[config.mk]
export PLATFORM = sky130hd
export DESIGN_NAME = dispctl_regport
export DESIGN_NICKNAME = d
export VERILOG_FILES = /design/src/rtl/dispctl_pkg.sv /design/src/rtl/dispctl_version.sv /design/src/rtl/dispctl_mode.sv /design/src/rtl/dispctl_sync.sv /design/src/rtl/dispctl_regport.sv
export SDC_FILE = /design/constraint.sdc
export NUM_CORES = 1
export LEC_CHECK = 0
export ABC_AREA = 1
export BUFFER_PORTS_ARGS = -buffer_cell sky130_fd_sc_hd__buf_2
export CAP_MARGIN = 10
export CELL_PAD_IN_SITES_DETAIL_PLACEMENT = 1
export CELL_PAD_IN_SITES_GLOBAL_PLACEMENT = 1
export CORE_AREA = 5 5 157 159
export CTS_CLUSTER_SIZE = 30
export DETAILED_ROUTE_END_ITERATION = 7
export DIE_AREA = 0 0 162 164
export PLACE_DENSITY = 0.81
export SLEW_MARGIN = 40
export SYNTH_ARGS = -nofsm -noshare
export SYNTH_HDL_FRONTEND = slang
export SYNTH_SLANG_ARGS = --single-unit
[constraint.sdc]
create_clock -name clk -period 11.56 [get_ports clk]
set_clock_uncertainty 0.1 [all_clocks]
set_input_delay 1.734 -clock clk [delete_from_list [all_inputs] [get_ports clk]]
set_output_delay 1.734 -clock clk [all_outputs]
set_load 0.02 [all_outputs]
[src/rtl/dispctl_pkg.sv]
package dispctl_pkg;
  localparam logic SEL_INDEX = 1'b0;
  localparam logic SEL_VALUE = 1'b1;

  localparam logic [31:0] IX_ID       = 32'd0;
  localparam logic [31:0] IX_ENABLE   = 32'd1;
  localparam logic [31:0] IX_WIDTH    = 32'd2;
  localparam logic [31:0] IX_HEIGHT   = 32'd3;
  localparam logic [31:0] IX_MAX_W    = 32'd4;
  localparam logic [31:0] IX_MAX_H    = 32'd5;
  localparam logic [31:0] IX_BPP      = 32'd6;
  localparam logic [31:0] IX_HOST_BPP = 32'd7;
  localparam logic [31:0] IX_PITCH    = 32'd8;
  localparam logic [31:0] IX_CAPS     = 32'd9;
  localparam logic [31:0] IX_CFG_DONE = 32'd10;
  localparam logic [31:0] IX_SYNC     = 32'd11;
  localparam logic [31:0] IX_BUSY     = 32'd12;

  localparam int BPP_W = 6;
endpackage

[src/rtl/dispctl_version.sv]
module dispctl_version #(
  parameter logic [31:0] ID_BASE  = 32'h5A00_0000,
  parameter int          ID_COUNT = 3
) (
  input  logic        clk,
  input  logic        rst,
  input  logic        wr_en,
  input  logic [31:0] wr_val,
  output logic [31:0] id_q
);
  localparam logic [31:0] ID_TOP = ID_BASE + 32'(ID_COUNT) - 32'd1;

  always_ff @(posedge clk) begin
    if (rst) begin
      id_q <= ID_TOP;
    end else if (wr_en) begin
      if (wr_val > ID_TOP)       id_q <= ID_TOP;
      else if (wr_val < ID_BASE) id_q <= ID_BASE;
      else                       id_q <= wr_val;
    end
  end

  p_id_in_range_r2: assert property (@(posedge clk) disable iff (rst)
    (id_q >= ID_BASE) && (id_q <= ID_TOP));

  p_id_echo_r2: assert property (@(posedge clk) disable iff (rst)
    (wr_en && wr_val >= ID_BASE && wr_val <= ID_TOP) |=> (id_q == $past(wr_val)));
endmodule

[src/rtl/dispctl_mode.sv]
module dispctl_mode #(
  parameter int MAX_W    = 2048,
  parameter int MAX_H    = 1536,
  parameter int RST_W    = 640,
  parameter int RST_H    = 480,
  parameter int HOST_BPP = 32,
  parameter bit EMU_ON   = 1'b1,
  localparam int WW = $clog2(MAX_W + 1),
  localparam int HW = $clog2(MAX_H + 1),
  localparam int BW = dispctl_pkg::BPP_W,
  localparam int PW = WW + 4
) (
  input  logic          clk,
  input  logic          rst,
  input  logic          wr_w,
  input  logic          wr_h,
  input  logic          wr_b,
  input  logic [31:0]   wr_val,
  output logic [WW-1:0] w_q,
  output logic [HW-1:0] h_q,
  output logic [BW-1:0] b_q,
  output logic [PW-1:0] pitch_q
);
  logic [WW+BW-1:0] prod;
  logic [WW+BW:0]   bits_sum;
  logic [PW-1:0]    pitch_n;
  logic             bpp_ok;

  assign bpp_ok   = EMU_ON && ((wr_val == 32'd8) || (wr_val == 32'(HOST_BPP)));
  assign prod     = {{BW{1'b0}}, w_q} * {{WW{1'b0}}, b_q};
  assign bits_sum = {1'b0, prod} + (WW+BW+1)'(31);
  assign pitch_n  = {bits_sum[WW+BW:5], 2'b00};

  always_ff @(posedge clk) begin
    if (rst) begin
      w_q <= WW'(RST_W);
      h_q <= HW'(RST_H);
      b_q <= BW'(HOST_BPP);
    end else begin
      if (wr_w && wr_val <= 32'(MAX_W)) w_q <= wr_val[WW-1:0];
      if (wr_h && wr_val <= 32'(MAX_H)) h_q <= wr_val[HW-1:0];
      if (wr_b && bpp_ok)               b_q <= wr_val[BW-1:0];
    end
  end

  always_ff @(posedge clk) begin
    if (rst) pitch_q <= PW'(((RST_W * HOST_BPP + 31) / 32) * 4);
    else     pitch_q <= pitch_n;
  end

  p_bpp_legal_r4: assert property (@(posedge clk) disable iff (rst)
    (b_q == BW'(8)) || (b_q == BW'(HOST_BPP)));

  p_bpp_frozen_r3: assert property (@(posedge clk) disable iff (rst)
    !EMU_ON |-> (b_q == BW'(HOST_BPP)));

  p_geom_max_r9: assert property (@(posedge clk) disable iff (rst)
    (32'(w_q) <= 32'(MAX_W)) && (32'(h_q) <= 32'(MAX_H)));

  p_pitch_bound_r8: assert property (@(posedge clk) disable iff (rst)
    ($stable(w_q) && $stable(b_q)) |->
      (({pitch_q, 3'b000} >= {1'b0, prod}) && ({pitch_q, 3'b000} < {1'b0, prod} + 32)));
endmodule

[src/rtl/dispctl_sync.sv]
module dispctl_sync (
  input  logic clk,
  input  logic rst,
  input  logic wr_sync,
  input  logic eng_idle,
  output logic drain_req,
  output logic busy_q
);
  always_ff @(posedge clk) begin
    if (rst) begin
      drain_req <= 1'b0;
      busy_q    <= 1'b0;
    end else begin
      drain_req <= wr_sync;
      if (wr_sync)       busy_q <= 1'b1;
      else if (eng_idle) busy_q <= 1'b0;
    end
  end

  p_busy_rise_r7: assert property (@(posedge clk) disable iff (rst)
    $rose(busy_q) |-> $past(wr_sync));

  p_busy_hold_r7: assert property (@(posedge clk) disable iff (rst)
    (busy_q && !eng_idle && !wr_sync) |=> busy_q);

  p_drain_pulse_r7: assert property (@(posedge clk) disable iff (rst)
    drain_req |-> busy_q);
endmodule

[src/rtl/dispctl_regport.sv]
module dispctl_regport
  import dispctl_pkg::*;
#(
  parameter logic [31:0] ID_BASE  = 32'h5A00_0000,
  parameter int          ID_COUNT = 3,
  parameter logic [31:0] CAPS     = 32'h0000_0002,
  parameter int          EMU_BIT  = 1,
  parameter int          HOST_BPP = 32,
  parameter int          MAX_W    = 2048,
  parameter int          MAX_H    = 1536,
  parameter int          RST_W    = 640,
  parameter int          RST_H    = 480,
  localparam int WW = $clog2(MAX_W + 1),
  localparam int HW = $clog2(MAX_H + 1),
  localparam int PW = WW + 4
) (
  input  logic          clk,
  input  logic          rst,
  input  logic          io_wr,
  input  logic          io_rd,
  input  logic          io_sel,
  input  logic [31:0]   io_wdata,
  output logic [31:0]   io_rdata,
  output logic          io_rvalid,
  input  logic          eng_idle,
  output logic          disp_on,
  output logic          fetch_en,
  output logic          drain_req,
  output logic          busy,
  output logic [WW-1:0] mode_width,
  output logic [HW-1:0] mode_height,
  output logic [BPP_W-1:0] mode_bpp,
  output logic [PW-1:0] line_pitch
);
  localparam bit EMU_ON = CAPS[EMU_BIT];

  logic [31:0] idx_q;
  logic        val_wr;
  logic [31:0] id_q;
  logic [31:0] rd_mux;

  assign val_wr = io_wr && (io_sel == SEL_VALUE);

  always_ff @(posedge clk) begin
    if (rst) begin
      idx_q    <= '0;
      disp_on  <= 1'b0;
      fetch_en <= 1'b0;
    end else begin
      if (io_wr && io_sel == SEL_INDEX)  idx_q    <= io_wdata;
      if (val_wr && idx_q == IX_ENABLE)   disp_on  <= io_wdata[0];
      if (val_wr && idx_q == IX_CFG_DONE) fetch_en <= io_wdata[0];
    end
  end

  dispctl_version #(.ID_BASE(ID_BASE), .ID_COUNT(ID_COUNT)) u_version (
    .clk(clk), .rst(rst),
    .wr_en(val_wr && idx_q == IX_ID), .wr_val(io_wdata), .id_q(id_q)
  );

  dispctl_mode #(
    .MAX_W(MAX_W), .MAX_H(MAX_H), .RST_W(RST_W), .RST_H(RST_H),
    .HOST_BPP(HOST_BPP), .EMU_ON(EMU_ON)
  ) u_mode (
    .clk(clk), .rst(rst),
    .wr_w(val_wr && idx_q == IX_WIDTH),
    .wr_h(val_wr && idx_q == IX_HEIGHT),
    .wr_b(val_wr && idx_q == IX_BPP),
    .wr_val(io_wdata),
    .w_q(mode_width), .h_q(mode_height), .b_q(mode_bpp), .pitch_q(line_pitch)
  );

  dispctl_sync u_sync (
    .clk(clk), .rst(rst),
    .wr_sync(val_wr && idx_q == IX_SYNC), .eng_idle(eng_idle),
    .drain_req(drain_req), .busy_q(busy)
  );

  always_comb begin
    rd_mux = '0;
    case (idx_q)
      IX_ID:       rd_mux = id_q;
      IX_ENABLE:   rd_mux = {31'd0, disp_on};
      IX_WIDTH:    rd_mux = 32'(mode_width);
      IX_HEIGHT:   rd_mux = 32'(mode_height);
      IX_MAX_W:    rd_mux = 32'(MAX_W);
      IX_MAX_H:    rd_mux = 32'(MAX_H);
      IX_BPP:      rd_mux = 32'(mode_bpp);
      IX_HOST_BPP: rd_mux = 32'(HOST_BPP);
      IX_PITCH:    rd_mux = 32'(line_pitch);
      IX_CAPS:     rd_mux = CAPS;
      IX_CFG_DONE: rd_mux = {31'd0, fetch_en};
      IX_BUSY:     rd_mux = {31'd0, busy};
      default:     rd_mux = '0;
    endcase
  end

  always_ff @(posedge clk) begin
    if (rst) begin
      io_rdata  <= '0;
      io_rvalid <= 1'b0;
    end else begin
      io_rvalid <= io_rd;
      if (io_rd) io_rdata <= (io_sel == SEL_INDEX) ? idx_q : rd_mux;
    end
  end

  p_rvalid_r1: assert property (@(posedge clk) disable iff (rst)
    io_rvalid |-> $past(io_rd));

  p_enable_r5: assert property (@(posedge clk) disable iff (rst)
    (val_wr && idx_q == IX_ENABLE) |=> (disp_on == $past(io_wdata[0])));

  p_fetch_hold_r6: assert property (@(posedge clk) disable iff (rst)
    !(val_wr && idx_q == IX_CFG_DONE) |=> $stable(fetch_en));
endmodule

# Yosys cells after proc, flatten, opt, wreduce, memory -nomap -nowiden
# Cells that the tools add are included.
[word_totals]
elab_cells = 55
ff_bits = 146
out_inout_bits = 82
[op_classes]
n_reduce_logical = 15
mul = 1
eq_ne = 14
n_lt_le_gt_ge = 4
bitwise_logic = 1
add_sub_neg = 1
mux = 6
[op_table]
columns = ["op", "count"]
rows = [
  ["$pmux 32 s12", 1],
  ["$eq 32x4->1 const B", 6],
  ["$eq 32x3->1 const B", 4],
  ["$mux 32", 3],
  ["$eq 32x2->1 const B", 2],
  ["$eq 32x1->1 const B", 1],
  ["$eq 32x6->1 const B", 1],
  ["$gt 32x31->1 const B", 1],
  ["$le 32x11->1 const B", 1],
  ["$le 32x12->1 const B", 1],
  ["$logic_not 32->1", 1],
  ["$lt 32x31->1 const B", 1],
  ["$add 18x5->19 const B", 1],
  ["$mul 12x6->18", 1],
  ["$logic_and 1x1->1", 12],
  ["$mux 1", 2],
  ["$reduce_bool 2->1", 1],
  ["$logic_or 1x1->1", 1],
  ["$not 1->1", 1],
]

# Logic depth before layout (Yosys ltp)
[logic_depth]
depth_word = 3
ltp_mapped = 22
ltp_nobuf = 21

# Hierarchy
# Synthesis repeated with hierarchy kept, for this count alone.
[unflattened]
hier_cells = 1322
hier_area_um2 = 9175.0
[by_module_without_submodules]
columns = ["mod", "instances", "seq_area_each_um2", "area_per_inst_um2", "cells_each"]
rows = [
  ["dispctl_mode", 1, 860.8, 4234.1, 586],
  ["dispctl_regport", 1, 1341.3, 3689.8, 567],
  ["dispctl_version", 1, 640.6, 1187.4, 161],
  ["dispctl_sync", 1, 40.0, 63.8, 8],
]

# Worst setup path before layout
# Ideal clock, no wire load.
[synth_timing]
path_kind = "reg-to-reg"
startpoint = "reg u_mode.b_q[5]"
endpoint = "reg u_mode.pitch_q[14]"
setup_time_ps = 115
t_arrival_ps = 4035
path_stages_with_launch = 20
setup_slack_ps = 7310
cell_sequence = "dfxtp_1 > clkbuf_1 > nand2_1 > fa_1 > fa_1 > inv_1 > fa_1 > ha_1 > ha_1 > nand2_1 > nor2_1 > nand2_1 > o211ai_1 > nand2_1 > nand2_1 > nand2_1 > nand2_1 > nand2_1 > a21oi_1 > nor2_1"
[synth_between]
elab_chain_len = 2
[synth_rtl]
columns = ["element", "line_no", "source"]
rows = [
  ["start, declared", "dispctl_mode.sv:21", "output logic [BW-1:0] b_q,"],
  ["start signal, assigned", "dispctl_mode.sv:38", "b_q <= BW'(HOST_BPP);"],
  ["start signal, assigned", "dispctl_mode.sv:42", "if (wr_b && bpp_ok) b_q <= wr_val[BW-1:0];"],
  ["$mul 12x6->18", "dispctl_mode.sv:30", "assign prod = {{BW{1'b0}}, w_q} * {{WW{1'b0}}, b_q};"],
  ["$add 18x5->19", "dispctl_mode.sv:31", "assign bits_sum = {1'b0, prod} + (WW+BW+1)'(31);"],
  ["end signal, assigned", "dispctl_mode.sv:47", "if (rst) pitch_q <= PW'(((RST_W * HOST_BPP + 31) / 32) * 4);"],
  ["end signal, assigned", "dispctl_mode.sv:48", "else pitch_q <= pitch_n;"],
  ["end, declared", "dispctl_mode.sv:22", "output logic [PW-1:0] pitch_q"],
]
# No other way between the ends.
# A chain may end at the register's enable or synchronous reset.

# Worst setup path in the final report
[layout_timing]
startpoint = "reg u_mode.b_q[5]"
endpoint = "reg u_mode.pitch_q[10]"
# The elaborated chain is that of the path after synthesis.

==> results by group <==
Hold path
  • Worst hold path cell count: 2
  • Hold/Removal Path Class: reg2reg

Finish
  • N_diodes: 0
  • Layout cell share with drive strength beyond 1: 15.7%
  • Design Area, Final: 0.0104 mm²
  • Final Non-Filler Cells: roughly 1700
  • Fin util: between 40 and 50%
  • # nets final: between 1000 and 1500
  • Area Growth Syn to Fin: 14.4%
  • Filler Cells Inserted: 3017

STA
  • Fmax: 215 MHz
  • Max_slew headroom: 44.8%
  • RSZ-0062 raised after global routing: no
  • Tcrit/Tclk final: around two fifths
  • Setup TNS: 0 ns
  • Setup violators final: 0
  • Count of pins over their slew limit: 0
  • Final-report hold violation count: 0
  • Crit path time final: 4.66 ns
  • Worst Hold Margin: 0.344 ns
  • Setup ws final: 6.90 ns
  • Worst Max-Slew Pin Slew: slightly above 0.8 ns

Detailed routing
  • ANT nets after route: 0
  • Via count: between 8000 and 9000
  • Initial DRC count: ~510
  • Via density: 5.38
  • Final WL: 30900 µm
  • Avg WL per Cell: roughly 19 µm
  • DRC errors left: 0
  • DR pass1 iterations: 5

Setup path
  • CP Buf/Inv Count: 1
  • CP Data Arrival Time: approximately 4.9 ns
  • Worst path max stage delay: just under 0.8 ns
  • Delay-heaviest family, CP: adder cells
  • Worst reg2reg path depth: 18
  • Worst Path Required: 11.78 ns
  • Crit-path max FO: 15
  • Ordered list of cells on the worst path: nand2_1, fa_1, fa_1, inv_1, fa_1, ha_1, ha_1, nand2_1, nor2_1, nand2_1, o211ai_1, nand2_1, nand2_1, nand2_1, nand2_1, nand2_1, a21oi_1, nor2_1
  • WS Path Type: reg2reg
  • Crit path top cell by count: nand2_1
  • Levels on crit path: 18
  • CP max-delay cell: dfxtp_1
  • Crit start category: flip-flop
  • Crit end category: flip-flop

Clock network
  • Postcts setup bufs: 0
  • # hold bufs at CTS: 0
  • Max clock buf depth: 2
  • Clock root buffer: clkbuf_16
  • CTS tree: done
  • Clock-pin slew on the worst setup and hold paths: approximately 0.070 ns
  • Clk Latency, worst-skew pair: 0.43 ns
  • Post-CTS Resized: 0
  • TritonCTS buffer count: 17
  • CTS sink cnt: 144
  • H-tree lvl count: 4

Synthesis
  • Sequential share of the synthesized area: 31.8%
  • Cell area after synthesis: 0.00906 mm²
  • Synthesis-stage register bit count: roughly 140
  • Post-synth EDFFs: 0
  • Top FF cell, synth: dfxtp_1
  • Fraction of registers with async set/reset: 0%
  • Post-synth top area share: 31.8%
  • Yosys warns: 0
  • Cells after Synth: 1280
  • Synth unique cells: 46
  • Synthesized area per cell: 7.08 µm²
  • Yosys top cell by area: dfxtp_1
  • Largest cells by area after synthesis: dfxtp_1 32%, nand2_1 12%, fa_1 9.3%

Global routing
  • Total gr overflow: 0
  • Number of global-route vias before repair: 9501
  • First-pass GRT wire length: 50100 µm
  • Largest net degree at the start of global routing: 77
  • Gr usage total: 23.5%
  • Initial antenna violation count: 0

Floorplan
  • Die W: 162 µm
  • Row count: 56
  • Die Y: 164 µm
  • I/O pin count: 120
  • DIE AREA: 0.0266 mm²
  • Core area: 0.0231 mm²
  • Initial Util: 39.2%

Power
  • Maximum vdd ir drop: a little under 100 µV
  • PwrDens: around 120 mW/mm²
  • Total power: around 1.2 mW
  • Pleak: 5.09 nW

Run
  • Max-capacitance violation count: 0

Placement
  • Placed Instances: 1623
  • GPL Wtd Cong: roughly 0.87
  • Detailed Place HPWL: 23100 µm
  • Placement Setup Slack: 6.90 ns
  • DP Area: 0.00970 mm²
  • Port bufs: 117

Status
  • Status: finished clean
[cells in the mapped netlist (2+ instances only)]
cell type / number
buf_4: 8
o211ai_2: 5
nand4_1: 16
a211oi_1: 3
nand2_2: 6
nor2_2: 8
nor2_1: 136
nand2_1: 284
o211ai_1: 4
nand2_4: 2
a21oi_1: 123
or2_2: 2
o21ai_0: 79
ha_1: 42
dfxtp_1: 144
nor2_4: 5
inv_2: 5
nor4_1: 3
nand3_2: 10
fa_1: 42
o21ai_1: 4
nand3_1: 93
a21oi_2: 10
a31oi_1: 3
nand3b_1: 2
buf_2: 14
clkbuf_1: 42
inv_1: 158
nor3_1: 10
[cell families after synthesis]
kind of cell	after synthesis	share of synthesized area (%)
compound gates	238	14.4
other cells	1	0.0414
buf+inv	232	10.5
flops	144	31.8
simple gates	581	28.1
fa+ha+maj	84	15.1
[layer usage]
metal / vias up / part of all wire, % / track usage, %
met5: - / 0 / 0
met4: 0 / 2.8 / 7.92
met3: 60 / 3.9 / 3.56
met2: 214 / 51 / 43.0
met1: 4386 / 42 / 28.4
li1: 4246 / - / -
[final timing paths]
check / from / to / slack, ns
worst max-delay path: u_mode.b_q[5] / u_mode.pitch_q[10] / 6.90
worst min-delay path: u_version.id_q[2] / u_version.id_q[2] / 0.34
worst max register to register: u_mode.b_q[5] / u_mode.pitch_q[10] / 6.90
worst min register to register: u_version.id_q[2] / u_version.id_q[2] / 0.34
[power breakdown]
group	internal [mW]	switching, mW	leakage [nW]
Clock	0.352	0.246	0.311
Sequential	0.510	0.0111	1.17
Combinational	0.0282	0.0792	3.60
Total	0.890	0.336	5.09
[worst reg2reg max path, cell delays in order, from the launching register on]
cell and delay (ns):
dfxtp_1 0.78, nand2_1 0.19, fa_1 0.54, fa_1 0.54
inv_1 0.05, fa_1 0.47, ha_1 0.31, ha_1 0.32
nand2_1 0.09, nor2_1 0.14, nand2_1 0.09, o211ai_1 0.15
nand2_1 0.11, nand2_1 0.14, nand2_1 0.09, nand2_1 0.14
nand2_1 0.09, a21oi_1 0.14, nor2_1 0.07
[cells in the final DEF, fill, tap and decap left out, types with 7 or more instances in the layout]
| master | Yosys | layout |
|---|---|---|
| a21oi_1 | 123 | 123 |
| a21oi_2 | 10 | 10 |
| buf_2 | 14 | 117 |
| clkbuf_16 | 0 | 17 |
| dfxtp_1 | 144 | 144 |
| fa_1 | 42 | 42 |
| ha_1 | 42 | 42 |
| inv_1 | 158 | 154 |
| inv_2 | 5 | 9 |
| nand2_1 | 284 | 283 |
| nand2_2 | 6 | 7 |
| nand3_1 | 93 | 93 |
| nand3_2 | 10 | 10 |
| nand4_1 | 16 | 16 |
| nor2_1 | 136 | 136 |
| nor2_2 | 8 | 8 |
| nor3_1 | 10 | 10 |
| o21ai_0 | 79 | 79 |
[final cells by class]
| type | count | area (µm²) | area share [%] |
|---|---|---|---|
| timing repair buffer | 121 | 636 | 6.13 |
| tap | 290 | 363 | 3.50 |
| clock buffer | 17 | 425 | 4.10 |
| inverter | 164 | 616 | 5.94 |
| sequential | 144 | 2880 | 27.8 |
| clock inverter | 15 | 214 | 2.06 |
| multi-input combinational | 905 | 5230 | 50.5 |
[state kept, by name (all words and copies together) (netlist names)]
name	flops
disp_on	1
io_rdata	32
u_mode.h_q	11
io_rvalid	1
u_mode.w_q	12
u_mode.pitch_q	14
u_mode.b_q	6
u_version.id_q	32
u_sync.busy_q	1
fetch_en	1
u_sync.drain_req	1
idx_q	32
No activity file was read; power rests on OpenSTA's default activity.
